===== config.mk =====
export PLATFORM = sky130hd
export DESIGN_NAME = twophase_refgen
export DESIGN_NICKNAME = d
export VERILOG_FILES = /design/src/rtl/refgen_pkg.sv /design/src/rtl/range_prescaler.sv /design/src/rtl/johnson_div6.sv /design/src/rtl/meas_divider.sv /design/src/rtl/twophase_refgen.sv
export SDC_FILE = /design/constraint.sdc
export NUM_CORES = 1
export LEC_CHECK = 0
export ABC_CLOCK_PERIOD_IN_PS = 1500
export CORE_MARGIN = 2
export CORE_UTILIZATION = 40
export DETAILED_ROUTE_END_ITERATION = 10
export PLACE_DENSITY = 0.68
export SLEW_MARGIN = 20
export SYNTH_ARGS = -nofsm -noshare
export SYNTH_HDL_FRONTEND = slang
export SYNTH_SLANG_ARGS = --single-unit

===== constraint.sdc =====
create_clock -name clk -period 1.5 [get_ports clk]
set_clock_uncertainty 0.1 [all_clocks]
set_input_delay 0.225 -clock clk [delete_from_list [all_inputs] [get_ports clk]]
set_output_delay 0.225 -clock clk [all_outputs]
set_load 0.05 [all_outputs]

===== src/rtl/refgen_pkg.sv =====
`timescale 1ns/1ps
// Package: shared types and helpers for the two-phase reference generator.
// Assumes a three-stage ring; the legal set is the six-state twisted-ring cycle.
package refgen_pkg;
    localparam int RING_W = 3;
    typedef logic [RING_W-1:0] ring_t;

    // True for the two states outside the twisted-ring cycle.
    function automatic logic ring_illegal(input ring_t s);
        return (s == 3'b010) || (s == 3'b101);
    endfunction
endpackage


===== src/rtl/range_prescaler.sv =====
`timescale 1ns/1ps
// Module: range_prescaler
// Free-running terminal-count counter. It emits a step enable for the ring:
// on every clock in the low range, and one clock in PRE_DIV in the high range.
// The range request is latched only at terminal count, so a step is never cut short.
// Assumes PRE_DIV >= 2.
module range_prescaler #(
    parameter int PRE_DIV = 1000
) (
    input  logic clk,
    input  logic rst_n,
    input  logic range_req,
    output logic step_en
);
    localparam int PW = (PRE_DIV > 1) ? $clog2(PRE_DIV) : 1;
    localparam logic [PW-1:0] LAST = PW'(PRE_DIV - 1);

    logic [PW-1:0] cnt_q;
    logic          range_q;
    logic          tick;

    assign tick = (cnt_q == LAST);

    // Count 0..PRE_DIV-1 and wrap.
    always_ff @(posedge clk) begin
        if (!rst_n)    cnt_q <= '0;
        else if (tick) cnt_q <= '0;
        else           cnt_q <= cnt_q + 1'b1;
    end

    // Latch the range request only at terminal count.
    always_ff @(posedge clk) begin
        if (!rst_n)    range_q <= 1'b0;
        else if (tick) range_q <= range_req;
    end

    assign step_en = range_q ? tick : 1'b1;


    range_hold_chk: assert property (@(posedge clk) disable iff (!rst_n)
        !tick |=> $stable(range_q));

    cnt_wrap_chk: assert property (@(posedge clk) disable iff (!rst_n)
        tick |=> (cnt_q == '0));
endmodule


===== src/rtl/johnson_div6.sv =====
`timescale 1ns/1ps
// Module: johnson_div6
// Three-stage twisted-ring counter, divide by six, advanced by step_en.
// The inverted last stage feeds the first. In the two illegal states the
// feedback is not inverted, which lands the ring on a legal state in one step.
// Tap 2 is the reference and tap 1 is the 60-degree lagging copy.
module johnson_div6
    import refgen_pkg::*;
#(
    parameter ring_t RING_INIT = 3'b000
) (
    input  logic clk,
    input  logic rst_n,
    input  logic step_en,
    output logic ref_out,
    output logic lag_out
);
    ring_t ring_q;
    logic  fb;

    // Feedback: inverted last stage, not inverted when the state is illegal.
    always_comb fb = ring_illegal(ring_q) ? ring_q[0] : ~ring_q[0];

    // Shift toward stage 0 on each enabled step.
    always_ff @(posedge clk) begin
        if (!rst_n)       ring_q <= RING_INIT;
        else if (step_en) ring_q <= {fb, ring_q[2:1]};
    end

    assign ref_out = ring_q[2];
    assign lag_out = ring_q[1];


    ring_recover_chk: assert property (@(posedge clk) disable iff (!rst_n)
        (step_en && ring_illegal(ring_q)) |=> !ring_illegal(ring_q));

    lag_tap_chk: assert property (@(posedge clk) disable iff (!rst_n)
        (step_en && !ring_illegal(ring_q)) |=> (lag_out == $past(ref_out)));

    ring_hold_chk: assert property (@(posedge clk) disable iff (!rst_n)
        !step_en |=> $stable(ring_q));
endmodule


===== src/rtl/meas_divider.sv =====
`timescale 1ns/1ps
// Module: meas_divider
// Synchronizes the loop oscillator and divides its rising edges by OUT_DIV.
// The output is high for counts 0..OUT_DIV-2 and low for the last count, and is registered.
// Assumes the oscillator stays high and low for at least two clk periods each.
module meas_divider #(
    parameter int OUT_DIV     = 3,
    parameter int SYNC_STAGES = 2
) (
    input  logic clk,
    input  logic rst_n,
    input  logic osc_in,
    output logic meas_out
);
    localparam int CW = (OUT_DIV > 1) ? $clog2(OUT_DIV) : 1;
    localparam logic [CW-1:0] LAST = CW'(OUT_DIV - 1);

    logic [SYNC_STAGES-1:0] sync_q;
    logic                   prev_q;
    logic                   rise;
    logic [CW-1:0]          cnt_q;
    logic [CW-1:0]          cnt_nxt;
    logic                   meas_q;

    // Synchronizer chain, plus one delayed copy for edge detection.
    always_ff @(posedge clk) begin
        if (!rst_n) begin
            sync_q <= '0;
            prev_q <= 1'b0;
        end else begin
            sync_q <= {sync_q[SYNC_STAGES-2:0], osc_in};
            prev_q <= sync_q[SYNC_STAGES-1];
        end
    end

    assign rise = sync_q[SYNC_STAGES-1] & ~prev_q;

    // Next count on a rising edge.
    always_comb cnt_nxt = (cnt_q == LAST) ? '0 : cnt_q + 1'b1;

    // Edge counter and registered output.
    always_ff @(posedge clk) begin
        if (!rst_n) begin
            cnt_q  <= '0;
            meas_q <= 1'b1;
        end else if (rise) begin
            cnt_q  <= cnt_nxt;
            meas_q <= (cnt_nxt != LAST);
        end
    end

    assign meas_out = meas_q;


    cnt_range_chk: assert property (@(posedge clk) disable iff (!rst_n)
        cnt_q <= LAST);

    cnt_idle_chk: assert property (@(posedge clk) disable iff (!rst_n)
        !rise |=> ($stable(cnt_q) && $stable(meas_out)));
endmodule


===== src/rtl/twophase_refgen.sv =====
`timescale 1ns/1ps
// Module: twophase_refgen (top)
// Ties together the range prescaler, the twisted-ring divide-by-six and the
// oscillator divide-by-three. All outputs come straight from flops.
// Assumes one clock domain. osc_in is treated as asynchronous.
module twophase_refgen
    import refgen_pkg::*;
#(
    parameter int    PRE_DIV     = 1000,
    parameter int    OUT_DIV     = 3,
    parameter int    SYNC_STAGES = 2,
    parameter ring_t RING_INIT   = 3'b000
) (
    input  logic clk,
    input  logic rst_n,
    input  logic range_hi,
    input  logic osc_in,
    output logic ref_out,
    output logic lag_out,
    output logic meas_out
);
    logic step_en;

    range_prescaler #(.PRE_DIV(PRE_DIV)) u_pre (
        .clk(clk), .rst_n(rst_n), .range_req(range_hi), .step_en(step_en)
    );

    johnson_div6 #(.RING_INIT(RING_INIT)) u_ring (
        .clk(clk), .rst_n(rst_n), .step_en(step_en),
        .ref_out(ref_out), .lag_out(lag_out)
    );

    meas_divider #(.OUT_DIV(OUT_DIV), .SYNC_STAGES(SYNC_STAGES)) u_meas (
        .clk(clk), .rst_n(rst_n), .osc_in(osc_in), .meas_out(meas_out)
    );
endmodule


Word-level counts from Yosys, hierarchy flattened
Index checks and enable logic that the tools add are counted.
Widths: inputs -> output; s select.
{ "word_totals": {"register_bits": 20, "inputBits": 4, "output_inout_bits": 3, "wordCells": 23} }
{ "classes": {"n_addsub": 2, "n_eq_ne": 5, "mux": 3, "bitwise_logic": 4, "n_reduce_logical": 2} }
{ "op_table": {"columns": ["operator", "count"], "rows": [
  ["$add 10x1->10 const B", 1],
  ["$eq 10x10->1 const B", 1],
  ["$eq 3x2->1 const B", 1],
  ["$eq 3x3->1 const B", 1],
  ["$not 1->1", 3],
  ["$add 2x1->2 const B", 1],
  ["$eq 2x2->1 const B", 1],
  ["$mux 1", 2],
  ["$mux 2", 1],
  ["$ne 2x2->1 const B", 1],
  ["$reduce_or 2->1", 1],
  ["$and 1x1->1", 1],
  ["$logic_or 1x1->1", 1]
]} }

Logic depth before layout (Yosys ltp)
{ "logic_depth": {"ltp_word": 3, "ltp_mapped": 5} }

Hierarchy
From an unflattened synthesis, not the netlist that was laid out.
{ "hier_totals": {"hier_cells": 89, "hier_area_um2": 828.3} }
{ "modules_own_cells": {"columns": ["mod", "n_inst", "cells_each", "area_each_um2", "seq_area_each_um2"], "rows": [
  ["range_prescaler", 1, 58, 501.7, 220.2],
  ["meas_divider", 1, 18, 205.2, 120.1],
  ["johnson_div6", 1, 13, 121.4, 60.1]
]} }

Worst setup path before layout
OpenSTA, ideal clock, no wires.
{ "synth_timing": {"path_kind": "register to register", "startpoint": "register u_pre.cnt_q[0]", "endpoint": "register u_ring.ring_q[2]", "setup_time_ps": 74, "arrival_ps": 1395, "required_time_ps": 1326, "setup_slack_ps": -70, "path_stages_with_launch": 6, "path_buffers": 0, "period_less_slack_ps": 1570, "cell_sequence": "dfxtp_1 -> ha_1 -> nand4b_1 -> o31ai_1 -> o2111ai_1 -> o21ai_0"} }
{ "synth_between": {"elab_chain_len": 2} }
{ "synth_lines": {"columns": ["element", "line_no", "text"], "rows": [
  ["start, declared", "range_prescaler.sv:18", "logic [PW-1:0] cnt_q;"],
  ["start signal, assigned", "range_prescaler.sv:28", "else cnt_q <= cnt_q + 1'b1;"],
  ["$eq 10x10->1", "range_prescaler.sv:22", "assign tick = (cnt_q == LAST);"],
  ["$mux 1", "range_prescaler.sv:37", "assign step_en = range_q ? tick : 1'b1;"],
  ["end signal, assigned", "johnson_div6.sv:27", "else if (step_en) ring_q <= {fb, ring_q[2:1]};"],
  ["end, declared", "johnson_div6.sv:18", "ring_t ring_q;"]
]} }
Every way passes these cells.
A chain may end at the register's enable or synchronous reset.

Final worst setup path
{ "layout_timing": {"startpoint": "register u_pre.cnt_q[4]", "endpoint": "register u_pre.cnt_q[8]"} }
{ "layout_between": {"elab_chain_len": 2, "word_cells_on_any_way": 3, "cone_classes": "1 x add/sub; 1 x eq/ne; 1 x reduce/logical"} }
{ "layout_lines": {"columns": ["element"], "rows": [
  ["parallel branches: the longest is 2 deep, another holds $add 10x1->10"]
]} }
Several ways; the timed one is not identified.

==> results list <==
* Crit path capture type: register
- Max-cap violations in this run came to 0.
* Critical register-to-register path endpoint: u_pre.cnt_q[8]
* Fin. Hold Viols: 0
- The via count of the first global-routing pass was 663.
* DIE HEIGHT: 48.7 um
- Signal arrival time at the worst endpoint: 1590 ps
- The flow ran to the end, and the final reports show no timing, DRC or antenna violations.
* Top cell type's share of synthesized area: 50.0%
* Startpoint of the worst register-to-register path: u_pre.cnt_q[4]
- First-pass iteration count of the detailed router: 4
- The tree is rooted in a sky130_fd_sc_hd__clkbuf_4.
* Origin of the worst setup path: u_pre.cnt_q[4]
- Total power divided by cell area: 903 mW/mm^2
* Starting utilization of the core area: 41.7%
* Library cells used by synthesis: 29
- Clk_lat worst skew: 290 ps
* Start-to-end type of the worst setup path: register to register
* Data required time of the critical path: 1600 ps
* Clock-pin slew on the worst setup and hold paths: 100 ps
- Hold WC Path Type: register to register
- Worst setup slack after placement: -39.2 ps
- Final-report max-slew violation count: 0
- Die Footprint: 0.00238 sq mm
* Clock tree from TritonCTS: done
- The initial antenna violation count came to 0.
- In this run the number of H-tree levels came out at 1.
- Final Cycle Share: 99.3%
- Vias after detailed routing: 667
* Worst rel slew slack: 86.0%
- Area of combinational cells with multiple inputs: 395 sq um
- After the first detailed-routing iteration, the DRC count stood at 5.
- Number of placement rows: 16
- Largest family of logic cells by synthesized area: simple AND/OR/NAND/NOR gates
- Summing all non-filler instances in the final layout gives an area of 0.00107 sq mm.
- Count of hold-fix buffers inserted at cts: 0
* Final non-filler cell total: 137
- Ant diodes: 0
* Startpoint Class: register
* Pin count of the biggest net entering global routing: 12
- Average wire length per cell after detail routing: 10.6 um
- TritonCTS Buffers: 3
* Total standard cell area after synthesis: 801 sq um
- Vias per inst: 4.87
- Mux cell area share after synthesis: 0%
- In this run the cell area measured after placement is 0.00101 sq mm.
* Post-synth net total: 94
- Nets: 116
- Buffers added on ports: 6
* Horizontal die dimension: 48.7 um
- Timing endpoint of the critical path: u_pre.cnt_q[8]
- Post-route DRC violation count: 0
- Global-route usage over all layers: 14.2%
* Compound-cell area share of the yosys netlist: 13.1%
- Highest ir drop seen on vdd: 560 uV
- Antenna Nets Post-Route: 0
- Syn Area/Cell: 9.00 sq um
- CTS saw 20 sinks.
- Post-synthesis register bit count: 20
- From synthesis to final layout, the design area changed by 34.1%.
- Count of endpoints failing setup in the final report: 0
- Commonest cells after routing, fill and taps aside: sky130_fd_sc_hd__dfxtp_1 (16), sky130_fd_sc_hd__buf_4 (13), sky130_fd_sc_hd__nor2_1 (9)
- Crit Path Max Fanout: 4
- Storage cell area: 405 sq um
- DP Cell Count: 131
- Minimum period implied by the final worst setup slack: 1490 ps
- In this run the deepest clock path goes through 2 buffers.
- Library cell occupying the most area in the post-synthesis netlist: sky130_fd_sc_hd__dfxtp_1
- XOR/XNOR Fraction of Synth Area: 6.56%
- After Yosys synthesis, and, or, nand and nor cells account for 25.9% of the synthesized area.
- The cell count after synthesis came out at 89.
- The number of cells on the worst reg-to-reg path is 4.
- Of the cells placed in the final design, the portion with a size suffix greater than 1 is 25.5%.
* R2R setup slack: 10 ps
- Most common cell after layout, fill and taps aside: sky130_fd_sc_hd__dfxtp_1
- Post-detailed-placement half-perimeter wirelength: 1.10 mm
* Number of fill cells: 181
* Static Leakage: 0.426 nW
- Routability-driven placement congestion ratio: 0.863
- Core region area: 0.00192 sq mm
- Synth warn: 0
- Transition time at the pin with the least slew margin: 209 ps
* Overall overflow remaining after global route: 0
* Setup repair after global routing missed its margin: true
- During I/O placement, the number of pins put on the boundary was 7.
* Wire length after detailed routing: 1.45 mm
- Across all setup checks in the final design, the least slack found is 10.4 ps.
- Top cells by area in the synthesized netlist: sky130_fd_sc_hd__dfxtp_1 (50%), sky130_fd_sc_hd__xor2_1 (4.4%), sky130_fd_sc_hd__nor2_1 (4.2%), sky130_fd_sc_hd__and2_1 (3.9%), sky130_fd_sc_hd__o21ai_0 (3.8%)
* Share of synthesized cell area in full adder, half adder and majority cells: 1.56%
* Maximum frequency from static timing analysis: 671 MHz
- For this run, the register share of the synthesized area comes to 50.0%.
* Global-route wire length before repair: 2.59 mm
cell usage after synthesis:
cell type                    n
sky130_fd_sc_hd__a21boi_0    1
sky130_fd_sc_hd__nor3b_1     1
sky130_fd_sc_hd__and2_1      5
sky130_fd_sc_hd__ha_1        1
sky130_fd_sc_hd__a21oi_1     2
sky130_fd_sc_hd__nand4_1     1
sky130_fd_sc_hd__nand4b_1    1
sky130_fd_sc_hd__inv_1       4
sky130_fd_sc_hd__xor2_1      4
sky130_fd_sc_hd__and3_1      1
sky130_fd_sc_hd__or3_1       2
sky130_fd_sc_hd__xnor2_1     2
sky130_fd_sc_hd__nor2b_1     3
sky130_fd_sc_hd__o2111ai_1   1
sky130_fd_sc_hd__o211ai_1    1
sky130_fd_sc_hd__nand2_2     1
sky130_fd_sc_hd__or3b_2      1
sky130_fd_sc_hd__nor2_1      9
sky130_fd_sc_hd__clkbuf_1    2
sky130_fd_sc_hd__nor3_1      3
sky130_fd_sc_hd__a21boi_1    1
sky130_fd_sc_hd__o31ai_1     2
sky130_fd_sc_hd__dfxtp_1    20
sky130_fd_sc_hd__nand2_1     7
sky130_fd_sc_hd__a211o_1     1
sky130_fd_sc_hd__o21ai_0     6
sky130_fd_sc_hd__nand3_1     4
sky130_fd_sc_hd__o211a_1     1
sky130_fd_sc_hd__nand2b_1    1
power by group:
part           internal [mW]  switching [mW]
sequential             0.550          0.0173
clock                  0.148           0.153
combinational         0.0563          0.0451
state kept, by name, indices dropped and copies added (netlist names):
signal,flops
u_pre.cnt_q,10
u_meas.prev_q,1
u_meas.cnt_q,2
u_ring.ring_q,3
u_meas.sync_q,2
u_pre.range_q,1
u_meas.meas_out,1
cells by family after synthesis:
kind of cell               Yosys count
DFF                                 20
AOI/OAI and AO/OA                   16
adders and majority gates            1
xor gates and xnor gates             6
buffers and inverters                6
and+or+nand+nor                     40
metrics by stage:
| step | utilization, % | hold slack [ps] | TNS (ps) | power (mW) |
|---|---|---|---|---|
| 6_report | 55.9 | 347 | 0 | 0.969 |
| 5_1_grt | 55.9 | 382 | -80.7 | 1.02 |
| 4_1_cts | 55.5 | 355 | 0 | 0.980 |
| 3_5_place_dp | 52.5 | 326 | -39.2 | 0.671 |
| 3_3_place_gp | 52.5 | 317 | -0.896 | 0.667 |
| 2_1_floorplan | - | 252 | 0 | 0.622 |
worst max-delay path, stage by stage, from the launching register on:
cell,delay (ps)
sky130_fd_sc_hd__dfxtp_2,350
sky130_fd_sc_hd__or3b_2,440
sky130_fd_sc_hd__a211o_1,300
sky130_fd_sc_hd__o21ai_1,120
sky130_fd_sc_hd__a21boi_1,70
layout make-up:
type	count	area share, %
Clock buffer	4	3.38
Inverter	4	1.40
Multi-Input combinational cell	63	36.8
Sequential cell	20	37.8
Tap cell	27	3.15
Timing Repair Buffer	19	17.5
per-layer routing:
| layer | vias to the layer above | routed length, um | share of wire [%] | track usage (%) |
|---|---|---|---|---|
| li1 | 346 | - | - | - |
| met1 | 303 | 652 | 45 | 15.9 |
| met2 | 14 | 716 | 49 | 24.4 |
| met3 | 4 | 60 | 4.1 | 4.01 |
| met4 | 0 | 22 | 1.5 | 7.14 |
| met5 | - | 0 | 0 | 0 |
what timing repair did:
action / in CTS / in global routing
setup endpoints to repair: 1 / 2
resized for setup: 5 / 1
setup buffers: 1 / 1
how the worst min path moves through the flow:
| stage | start | endpoint | slack, ps | cells after the start |
|---|---|---|---|---|
| final | u_meas.sync_q[0] | u_meas.sync_q[1] | 350 | 1 |
| after CTS | u_meas.sync_q[0] | u_meas.sync_q[1] | 350 | 1 |
| after global routing | u_meas.sync_q[0] | u_meas.sync_q[1] | 380 | 1 |
| after global placement | u_meas.sync_q[0] | u_meas.sync_q[1] | 320 | 1 |
| after detailed placement | u_meas.sync_q[0] | u_meas.sync_q[1] | 330 | 1 |
| after floorplan | osc_in | u_meas.sync_q[0] | 250 | 1 |
Power figures use the tool's default switching activity.
